File: src/rtl/lpc_tgt_pkg.sv
package lpc_tgt_pkg;

  localparam int IDX_W = 2;

  localparam logic [3:0] START_NIB = 4'h0;
  localparam logic [3:0] SYNC_NIB  = 4'h0;
  localparam logic [3:0] TAR_NIB   = 4'hF;
  localparam logic [1:0] KIND_IO   = 2'b00;
  localparam logic [1:0] KIND_DMA  = 2'b10;
  localparam logic [1:0] SIZE_BYTE = 2'b00;

  typedef enum logic [3:0] {
    ST_IDLE,
    ST_CTYPE,
    ST_ADDR,
    ST_DCHAN,
    ST_DSIZE,
    ST_HDATA,
    ST_HTAR,
    ST_SYNC,
    ST_TDATA,
    ST_TTAR
  } tgtState_e;

  typedef enum logic [1:0] {
    DRV_SYNC,
    DRV_DATA,
    DRV_TAR
  } drvSel_e;

  typedef struct packed {
    logic             addrShift;
    logic             dataShift;
    logic             rdCapture;
    logic             chanLoad;
    logic             drvEn;
    drvSel_e          drvSel;
    logic [IDX_W-1:0] nibIdx;
  } dpCtl_t;

endpackage

File: src/rtl/lpc_tgt_dp.sv
module lpc_tgt_dp
  import lpc_tgt_pkg::*;
#(
  parameter int          ADDR_W  = 16,
  parameter int          DATA_W  = 8,
  parameter int unsigned IO_BASE = 'h60,
  parameter int unsigned IO_SIZE = 16
) (
  input  logic              clk,
  input  logic              rstN,
  input  logic [3:0]        ladIn,
  input  dpCtl_t            ctl,
  input  logic [DATA_W-1:0] regRdata,
  output logic              addrHit,
  output logic [ADDR_W-1:0] regAddr,
  output logic [DATA_W-1:0] regWdata,
  output logic [2:0]        dmaChan,
  output logic              dmaTc,
  output logic [3:0]        ladOut,
  output logic              ladOe
);

  localparam int DATA_NIB = DATA_W / 4;
  localparam logic [ADDR_W:0] WIN_LO = (ADDR_W + 1)'(IO_BASE);
  localparam logic [ADDR_W:0] WIN_HI = (ADDR_W + 1)'(IO_BASE + IO_SIZE);

  logic [ADDR_W-1:0] addrReg;
  logic [DATA_W-1:0] dataReg;
  logic [DATA_W-1:0] rdReg;
  logic [ADDR_W:0]   addrCand;
  logic [3:0]        drvData;

  always_ff @(posedge clk or negedge rstN) begin
    if (!rstN) begin
      addrReg <= '0;
      dataReg <= '0;
      rdReg   <= '0;
      dmaChan <= '0;
      dmaTc   <= 1'b0;
    end else begin
      if (ctl.addrShift) addrReg <= {addrReg[ADDR_W-5:0], ladIn};
      if (ctl.dataShift) dataReg <= {ladIn, dataReg[DATA_W-1:4]};
      if (ctl.rdCapture) rdReg <= regRdata;
      if (ctl.chanLoad) begin
        dmaChan <= ladIn[2:0];
        dmaTc   <= ladIn[3];
      end
    end
  end

  // Window test on the address as it will stand after this nibble
  always_comb begin
    addrCand = {1'b0, addrReg[ADDR_W-5:0], ladIn};
    addrHit  = (addrCand >= WIN_LO) && (addrCand < WIN_HI);
  end

  always_comb begin
    drvData = '0;
    for (int i = 0; i < DATA_NIB; i++) begin
      if (ctl.nibIdx == IDX_W'(i)) drvData = rdReg[i*4 +: 4];
    end
  end

  always_comb begin
    unique case (ctl.drvSel)
      DRV_DATA: ladOut = drvData;
      DRV_TAR:  ladOut = TAR_NIB;
      default:  ladOut = SYNC_NIB;
    endcase
    ladOe = ctl.drvEn;
  end

  assign regAddr  = addrReg;
  assign regWdata = dataReg;

endmodule

File: src/rtl/lpc_tgt_ctrl.sv
module lpc_tgt_ctrl
  import lpc_tgt_pkg::*;
#(
  parameter int ADDR_W = 16,
  parameter int DATA_W = 8
) (
  input  logic       clk,
  input  logic       rstN,
  input  logic       frameN,
  input  logic [3:0] ladIn,
  input  logic       addrHit,
  output dpCtl_t     ctl,
  output logic       regWr,
  output logic       regRd,
  output logic       dmaWr,
  output logic       dmaRd
);

  localparam int ADDR_NIB = ADDR_W / 4;
  localparam int DATA_NIB = DATA_W / 4;
  localparam logic [IDX_W-1:0] ADDR_LAST = IDX_W'(ADDR_NIB - 1);
  localparam logic [IDX_W-1:0] DATA_LAST = IDX_W'(DATA_NIB - 1);
  localparam logic [IDX_W-1:0] TAR_LAST  = IDX_W'(1);

  tgtState_e        state, stateNxt;
  logic [IDX_W-1:0] cnt, cntNxt;
  logic             isDma, isWrite;
  logic             strobeSlot;

  always_ff @(posedge clk or negedge rstN) begin
    if (!rstN) begin
      state   <= ST_IDLE;
      cnt     <= '0;
      isDma   <= 1'b0;
      isWrite <= 1'b0;
    end else begin
      state <= stateNxt;
      cnt   <= cntNxt;
      if (state == ST_CTYPE && frameN) begin
        isDma   <= (ladIn[3:2] == KIND_DMA);
        isWrite <= ladIn[1];
      end
    end
  end

  always_comb begin
    stateNxt = state;
    cntNxt   = cnt;
    ctl      = '0;
    unique case (state)
      ST_IDLE: ;
      ST_CTYPE: begin
        cntNxt = '0;
        if (ladIn[3:2] == KIND_IO)       stateNxt = ST_ADDR;
        else if (ladIn[3:2] == KIND_DMA) stateNxt = ST_DCHAN;
        else                             stateNxt = ST_IDLE;
      end
      ST_ADDR: begin
        ctl.addrShift = 1'b1;
        if (cnt == ADDR_LAST) begin
          cntNxt   = '0;
          stateNxt = !addrHit ? ST_IDLE : (isWrite ? ST_HDATA : ST_HTAR);
        end else begin
          cntNxt = cnt + 1'b1;
        end
      end
      ST_DCHAN: begin
        ctl.chanLoad = 1'b1;
        stateNxt     = ST_DSIZE;
      end
      ST_DSIZE: begin
        cntNxt   = '0;
        stateNxt = (ladIn[1:0] != SIZE_BYTE) ? ST_IDLE :
                   (isWrite ? ST_HDATA : ST_HTAR);
      end
      ST_HDATA: begin
        ctl.dataShift = 1'b1;
        if (cnt == DATA_LAST) begin
          cntNxt   = '0;
          stateNxt = ST_HTAR;
        end else begin
          cntNxt = cnt + 1'b1;
        end
      end
      ST_HTAR: begin
        ctl.rdCapture = (cnt == '0) && !isWrite;
        if (cnt == TAR_LAST) begin
          cntNxt   = '0;
          stateNxt = ST_SYNC;
        end else begin
          cntNxt = cnt + 1'b1;
        end
      end
      ST_SYNC: begin
        ctl.drvEn  = 1'b1;
        ctl.drvSel = DRV_SYNC;
        cntNxt     = '0;
        stateNxt   = isWrite ? ST_TTAR : ST_TDATA;
      end
      ST_TDATA: begin
        ctl.drvEn  = 1'b1;
        ctl.drvSel = DRV_DATA;
        ctl.nibIdx = cnt;
        if (cnt == DATA_LAST) begin
          cntNxt   = '0;
          stateNxt = ST_TTAR;
        end else begin
          cntNxt = cnt + 1'b1;
        end
      end
      ST_TTAR: begin
        ctl.drvEn  = 1'b1;
        ctl.drvSel = DRV_TAR;
        stateNxt   = ST_IDLE;
      end
      default: stateNxt = ST_IDLE;
    endcase
    // A low frame strobe overrides everything: restart or go quiet
    if (!frameN) begin
      cntNxt   = '0;
      stateNxt = (ladIn == START_NIB) ? ST_CTYPE : ST_IDLE;
    end
  end

  always_comb begin
    strobeSlot = (state == ST_HTAR) && (cnt == '0) && frameN;
    regWr = strobeSlot && !isDma && isWrite;
    regRd = strobeSlot && !isDma && !isWrite;
    dmaWr = strobeSlot && isDma && isWrite;
    dmaRd = strobeSlot && isDma && !isWrite;
  end

endmodule

File: src/rtl/lpc_target.sv
module lpc_target
  import lpc_tgt_pkg::*;
#(
  parameter int          ADDR_W  = 16,
  parameter int          DATA_W  = 8,
  parameter int unsigned IO_BASE = 'h60,
  parameter int unsigned IO_SIZE = 16
) (
  input  logic              clk,
  input  logic              rstN,
  input  logic              frameN,
  input  logic [3:0]        ladIn,
  output logic [3:0]        ladOut,
  output logic              ladOe,
  output logic [ADDR_W-1:0] regAddr,
  output logic [DATA_W-1:0] regWdata,
  input  logic [DATA_W-1:0] regRdata,
  output logic              regWr,
  output logic              regRd,
  output logic [2:0]        dmaChan,
  output logic              dmaTc,
  output logic              dmaWr,
  output logic              dmaRd
);

  dpCtl_t ctl;
  logic   addrHit;

  lpc_tgt_ctrl #(
    .ADDR_W(ADDR_W),
    .DATA_W(DATA_W)
  ) u_ctrl (
    .clk    (clk),
    .rstN   (rstN),
    .frameN (frameN),
    .ladIn  (ladIn),
    .addrHit(addrHit),
    .ctl    (ctl),
    .regWr  (regWr),
    .regRd  (regRd),
    .dmaWr  (dmaWr),
    .dmaRd  (dmaRd)
  );

  lpc_tgt_dp #(
    .ADDR_W (ADDR_W),
    .DATA_W (DATA_W),
    .IO_BASE(IO_BASE),
    .IO_SIZE(IO_SIZE)
  ) u_dp (
    .clk     (clk),
    .rstN    (rstN),
    .ladIn   (ladIn),
    .ctl     (ctl),
    .regRdata(regRdata),
    .addrHit (addrHit),
    .regAddr (regAddr),
    .regWdata(regWdata),
    .dmaChan (dmaChan),
    .dmaTc   (dmaTc),
    .ladOut  (ladOut),
    .ladOe   (ladOe)
  );

endmodule

File: config.mk
export PLATFORM = sky130hd
export DESIGN_NAME = lpc_target
export DESIGN_NICKNAME = d
export VERILOG_FILES = /design/src/rtl/lpc_tgt_pkg.sv /design/src/rtl/lpc_tgt_dp.sv /design/src/rtl/lpc_tgt_ctrl.sv /design/src/rtl/lpc_target.sv
export SDC_FILE = /design/constraint.sdc
export NUM_CORES = 1
export LEC_CHECK = 0
export ABC_CLOCK_PERIOD_IN_PS = 2900
export CORE_ASPECT_RATIO = 1.5
export CORE_MARGIN = 5
export CORE_UTILIZATION = 35
export CTS_BUF_LIST = sky130_fd_sc_hd__clkbuf_16
export CTS_CLUSTER_DIAMETER = 50
export CTS_CLUSTER_SIZE = 10
export DETAILED_ROUTE_END_ITERATION = 10
export PLACE_DENSITY = 0.62
export SLEW_MARGIN = 5
export SYNTH_ARGS = -nofsm -noshare
export SYNTH_HDL_FRONTEND = slang
export SYNTH_SLANG_ARGS = --single-unit
File: constraint.sdc
create_clock -name clk -period 2.9 [get_ports clk]
set_clock_uncertainty 0.1 [all_clocks]
set_input_delay 0.58 -clock clk [delete_from_list [all_inputs] [get_ports clk]]
set_output_delay 0.58 -clock clk [all_outputs]
set_load 0.02 [all_outputs]
# Yosys cells after proc, flatten, opt, wreduce, memory -nomap -nowiden
# Index checks and enable logic that the tools add are counted.
# word_totals
ff_bits	44
output_inout_bits	37
word_cells	81
input_bits	15
# op_classes
muxes	26
eq_ne	21
reduce_logical	22
order_cmp	2
addsub	1
# ops
operator	n
4-bit two-way mux	9
4-bit one-hot mux with 9 select lines	1
4-bit by 3-bit == test with 1-bit output, second input constant	4
16-bit by 7-bit greater-or-equal comparator with 1-bit output, second input constant	1
16-bit by 7-bit less-than comparator with 1-bit output, second input constant	1
2-bit two-way mux	6
3-bit by 2-bit inequality test with 1-bit output, second input constant	4
1-bit logical AND	11
3-bit one-hot mux with 3 select lines	1
4-bit by 2-bit == test with 1-bit output, second input constant	2
4-bit == test, second input constant	2
4-bit logical NOT	2
4-bit one-hot mux with 2 select lines	1
2-bit by 1-bit == test with 1-bit output, second input constant	3
2-bit == test, second input constant	3
2-bit logical NOT	3
1-bit two-way mux	6
2-bit one-hot mux with 3 select lines	1
3-bit OR reduction	2
5-bit AND reduction	1
4-bit by 1-bit == test with 1-bit output, second input constant	1
4-bit by 3-bit inequality test with 1-bit output, second input constant	1
3-bit two-way mux	1
2-bit by 1-bit adder with 2-bit output, second input constant	1
other kinds (3)	4

# Logic depth before layout (Yosys ltp)
# logic_depth
word_depth	6
ltp_mapped	8
mapped_depth_nobuf	6

# Hierarchy
# From an unflattened synthesis, not the netlist that was laid out.
# hier_totals
hier_cells	210
area_unflattened_um2	2463.6
# by_module_without_submodules
module	area_per_inst_um2	cells_each	seq_area_each_um2	n_inst
lpc_tgt_dp	1536.5	96	900.9	1
lpc_tgt_ctrl	927.1	114	200.2	1

# Worst setup path before layout
# Ideal clock, no wire load.
# synth_timing
path_kind	flip-flop to output port
start	register u_ctrl.state[2]
end	output ladOut[0]
arrival_time_ps	1988
n_path_buf	2
required_ps	2220
path_slack_ps	232
path_stages_with_launch	7
cell_sequence	dfrtp_1 buf_6 or4b_4 buf_6 ha_1 nand2b_1 o21ai_1
# synth_via
elab_chain_len	6
word_cells_on_any_way	12
cone_classes	eq/ne: 6; mux: 5; reduce/logical: 1
# synth_lines
element	line	rtl
start, declared	lpc_tgt_ctrl.sv:25	tgtState_e state, stateNxt;
start signal, assigned	lpc_tgt_ctrl.sv:37	state <= stateNxt;
4-bit == test	lpc_tgt_ctrl.sv:50	unique case (state)
2-bit two-way mux	lpc_tgt_ctrl.sv:50	
2-bit logical NOT	lpc_tgt_dp.sv:60	if (ctl.nibIdx == IDX_W'(i)) drvData = rdReg[i*4 +: 4];
4-bit two-way mux (2 in series)	lpc_tgt_dp.sv:60	
4-bit one-hot mux with 2 select lines *	lpc_tgt_dp.sv:65	unique case (ctl.drvSel)
end, declared	lpc_target.sv:13	output logic [3:0] ladOut,
# Every way passes the cells marked *; elsewhere a longest branch is shown, timed or not.

# Final worst setup path
# layout_timing
start	register u_ctrl.state[2]
end	output ladOut[3]
# The elaborated chain is that of the path after synthesis.

==> out/results.ini <==
[placed_design]
dp_hpwl_um=4150
io_buffers=51
pre_cts_slack_ns=0.0358
placed_area_um2=2990
gp_congestion=0.896

[clock_tree]
clk_pin_slew_ns=0.06
cts_made_buffers=5
clk_latency_ns=0.29
post_cts_buffers=0
cts_num_sinks=44
cts_root_buf=clkbuf_16
htreeDepth=2
cts_buffer_depth=2
cts_tree=done
ctsHoldBuffers=0

[status]
status=complete, no violations

[synth]
synth_top_flop_cell=dfrtp_1
syn_avg_cell_area_um2=11.7
yosysTopAreaCell=dfrtp_1
async_flop_share_pct=100
synth_cell_types=50
synth-edff-count=0
syn_area_um2=2360
synthTopCellsByArea=dfrtp_1, mux2_2, ha_1
ys_warn_count=0
synth_fp_nets=222
yosys.area.top_type_share_pct=46.7
ys_ff_latch=44
synthCells=201
yosysSeqAreaShare_pct=46.7

[power_and_ir_drop]
ir_drop_mv=0.292
p_seq_share_pct=46.7
sw_frac_of_total_pct=21.6
switching_power_w=0.000297
leakage_nw=1.39
clkPwrFrac_pct=47.6
power_density_nw_per_um2=438
intPower_w=0.00108
power_frac_comb_pct=5.7

[global_routing]
overflow=0
grt_start_max_net_pins=24
grt_pass1_wl_um=9300
grt_pass1_vias=1873
grt_use_total_pct=13.1
antenna_found_initial=0

[critical_path]
cp_num_buf_inv=3
worstPathMaxFanout=11
crit_slowest_cell=or4b_4
cp.depth=7
crit_type=reg2out
crit_required_ns=2.22
end_kind=output pin
critical_path_arrival_ns=2.05
path_cells=or4b_4 -> buf_4 -> inv_1 -> ha_1 -> nand2b_1 -> o21ai_1 -> clkbuf_2
startpoint_type=flip-flop
rr_worst_depth=5
cp_top_family=simple AND/OR/NAND/NOR gates
slowest_delay_ns=0.54

[cells_and_area]
area_growth_pct=33.3
fin_nets=284
regArea_um2=1100
multi_input_area_um2=1160
design_area_um2=3140
final_layout_size_suffix_gt1_share_pct=28.0
fillers=616
diodes=0

[floorplanning]
dieArea_um2=8510
core_area_um2=6530
die_w_um=77.0
fp-row-count=36
die_height_um=111
initial_core_util_pct=36.1
num_io_pins=52

[timing]
drv_slew=0
rsz0062_at_grt=false
fmax_ghz=0.366
period_minus_slack_ns=2.73
finalHoldViolations=0
fin_ws_ns=0.167
finalSetupViolations=0
fin_crit_sh_pct=94.2
finalSetupTns_ns=0
tightest_slew_ns=0.496
relSlewSlack_pct=66.9

[hold_path]
hp-class=in2async

[route]
wl_um=5390
ant_nets=0
drc=0
drt_iter0_markers=71
viasPerCell=5.31
dr.pass1.iters=4
vias=1807
wl_per_cell_um=15.8

[run]
max_cap_viol_count=0

## flip-flops by register name, indices dropped and copies added (netlist names)
register,flops
u_ctrl.state,4
u_dp.dmaChan,3
u_dp.regWdata,8
u_ctrl.cnt,2
u_ctrl.isDma,1
u_dp.regAddr,16
u_ctrl.isWrite,1
u_dp.dmaTc,1
u_dp.rdReg,8
## Yosys cell counts, types with 2 or more instances
| cell type | instances |
|---|---|
| or4_1 | 2 |
| o21ai_0 | 5 |
| dfrtp_1 | 44 |
| nor2_1 | 11 |
| nand3_1 | 3 |
| o21ai_1 | 5 |
| nor3_1 | 3 |
| a211o_1 | 2 |
| o22ai_1 | 4 |
| xnor2_1 | 2 |
| o221a_2 | 2 |
| nor2b_1 | 2 |
| o2bb2ai_1 | 3 |
| mux2_2 | 35 |
| a211oi_1 | 2 |
| inv_1 | 9 |
| ha_1 | 6 |
| buf_6 | 3 |
| nand4_1 | 3 |
| nand2b_1 | 7 |
| mux2_1 | 2 |
| a22oi_1 | 4 |
| nand2_1 | 10 |
| buf_2 | 5 |
| nor4_1 | 2 |
## path summary, 6_finish.rpt
kind	startpoint	end	slack [ns]
hold / removal	rstN	u_dp.regWdata[1]	0.15
setup / recovery	u_ctrl.state[2]	ladOut[3]	0.17
setup reg to reg	u_ctrl.state[0]	u_dp.regAddr[4]	0.95
max in group asynchronous	rstN	u_dp.regWdata[4]	1.86
min in group clk	u_dp.regWdata[1]	u_dp.regWdata[1]	0.41
hold reg to reg	u_dp.regWdata[1]	u_dp.regWdata[1]	0.41
## cell usage in the layout, fill, tap and decap left out, drive strengths merged, types with 2 or more instances in the layout
cell type | netlist | routed
inv | 9 | 10
buf | 8 | 14
ha | 6 | 6
nor4 | 2 | 2
nand2 | 10 | 10
xnor2 | 2 | 2
nand4 | 3 | 3
o221a | 2 | 2
mux2 | 38 | 38
o2bb2ai | 4 | 4
nand3 | 3 | 3
dlygate4sd2 | 0 | 4
nor2b | 2 | 2
nor3 | 4 | 4
a22oi | 4 | 4
or4b | 2 | 2
a211o | 2 | 2
or4 | 2 | 2
o22ai | 4 | 4
clkbuf | 1 | 9
clkdlybuf4s50 | 0 | 42
nor2 | 12 | 12
nand3b | 2 | 2
nand2b | 7 | 7
dfrtp | 44 | 44
a211oi | 2 | 2
o21ai | 10 | 10
## layout make-up
cell class                 count  area share (%)
sequential                    44            35.0
tap                           76            3.03
clock inverter                 3            1.47
timing repair buffer          64            18.4
clock buffer                   5            3.98
multi-input combinational    139            37.0
inverter                       9            1.08
## metrics by stage
step / power [W] / hold slack, ns / cells / utilization (%)
2_1_floorplan: 0.000683 / 0.184 / 201 / -
3_3_place_gp: 0.000733 / 0.390 / 332 / 45.8
3_5_place_dp: 0.000733 / 0.395 / 332 / 45.8
4_1_cts: 0.00139 / 0.171 / 340 / 48.4
5_1_grt: 0.00143 / 0.200 / 340 / 48.1
6_report: 0.00137 / 0.153 / 340 / 48.1
## what timing repair did
item,4_1_cts,5_1_grt
pin swaps,0,0
gates resized for setup,10,7
endpoints found under the setup margin,8,4
## power groups by stage
| stage | Sequential, W | Combinational (W) | Clock [W] |
|---|---|---|---|
| detailed placement | 0.000654 | 0.0000799 | 0 |
| CTS | 0.000642 | 0.0000801 | 0.000670 |
| finish | 0.000642 | 0.0000784 | 0.000655 |
| floorplan | 0.000651 | 0.0000317 | 0 |
| global route | 0.000643 | 0.0000880 | 0.000700 |
| global placement | 0.000653 | 0.0000797 | 0 |
## metal layers
layer	routed length [um]	vias to the layer above	track usage, %
li1	-	872	-
met2	2880	37	23.0
met5	0	-	0
met3	154	12	2.44
met4	159	0	5.96
met1	2190	886	15.3
## kinds of logic after synthesis
logic type                 after synthesis  share of synthesized area (%)
adders and majority gates                6                           3.18
DFF                                     44                           46.7
xor gates and xnor gates                 2                          0.743
muxes                                   39                           18.7
and+or+nand+nor                         55                           14.7
AOI/OAI and AO/OA                       37                           11.8
buffers and inverters                   18                           4.09
Power figures use the tool's default switching activity.
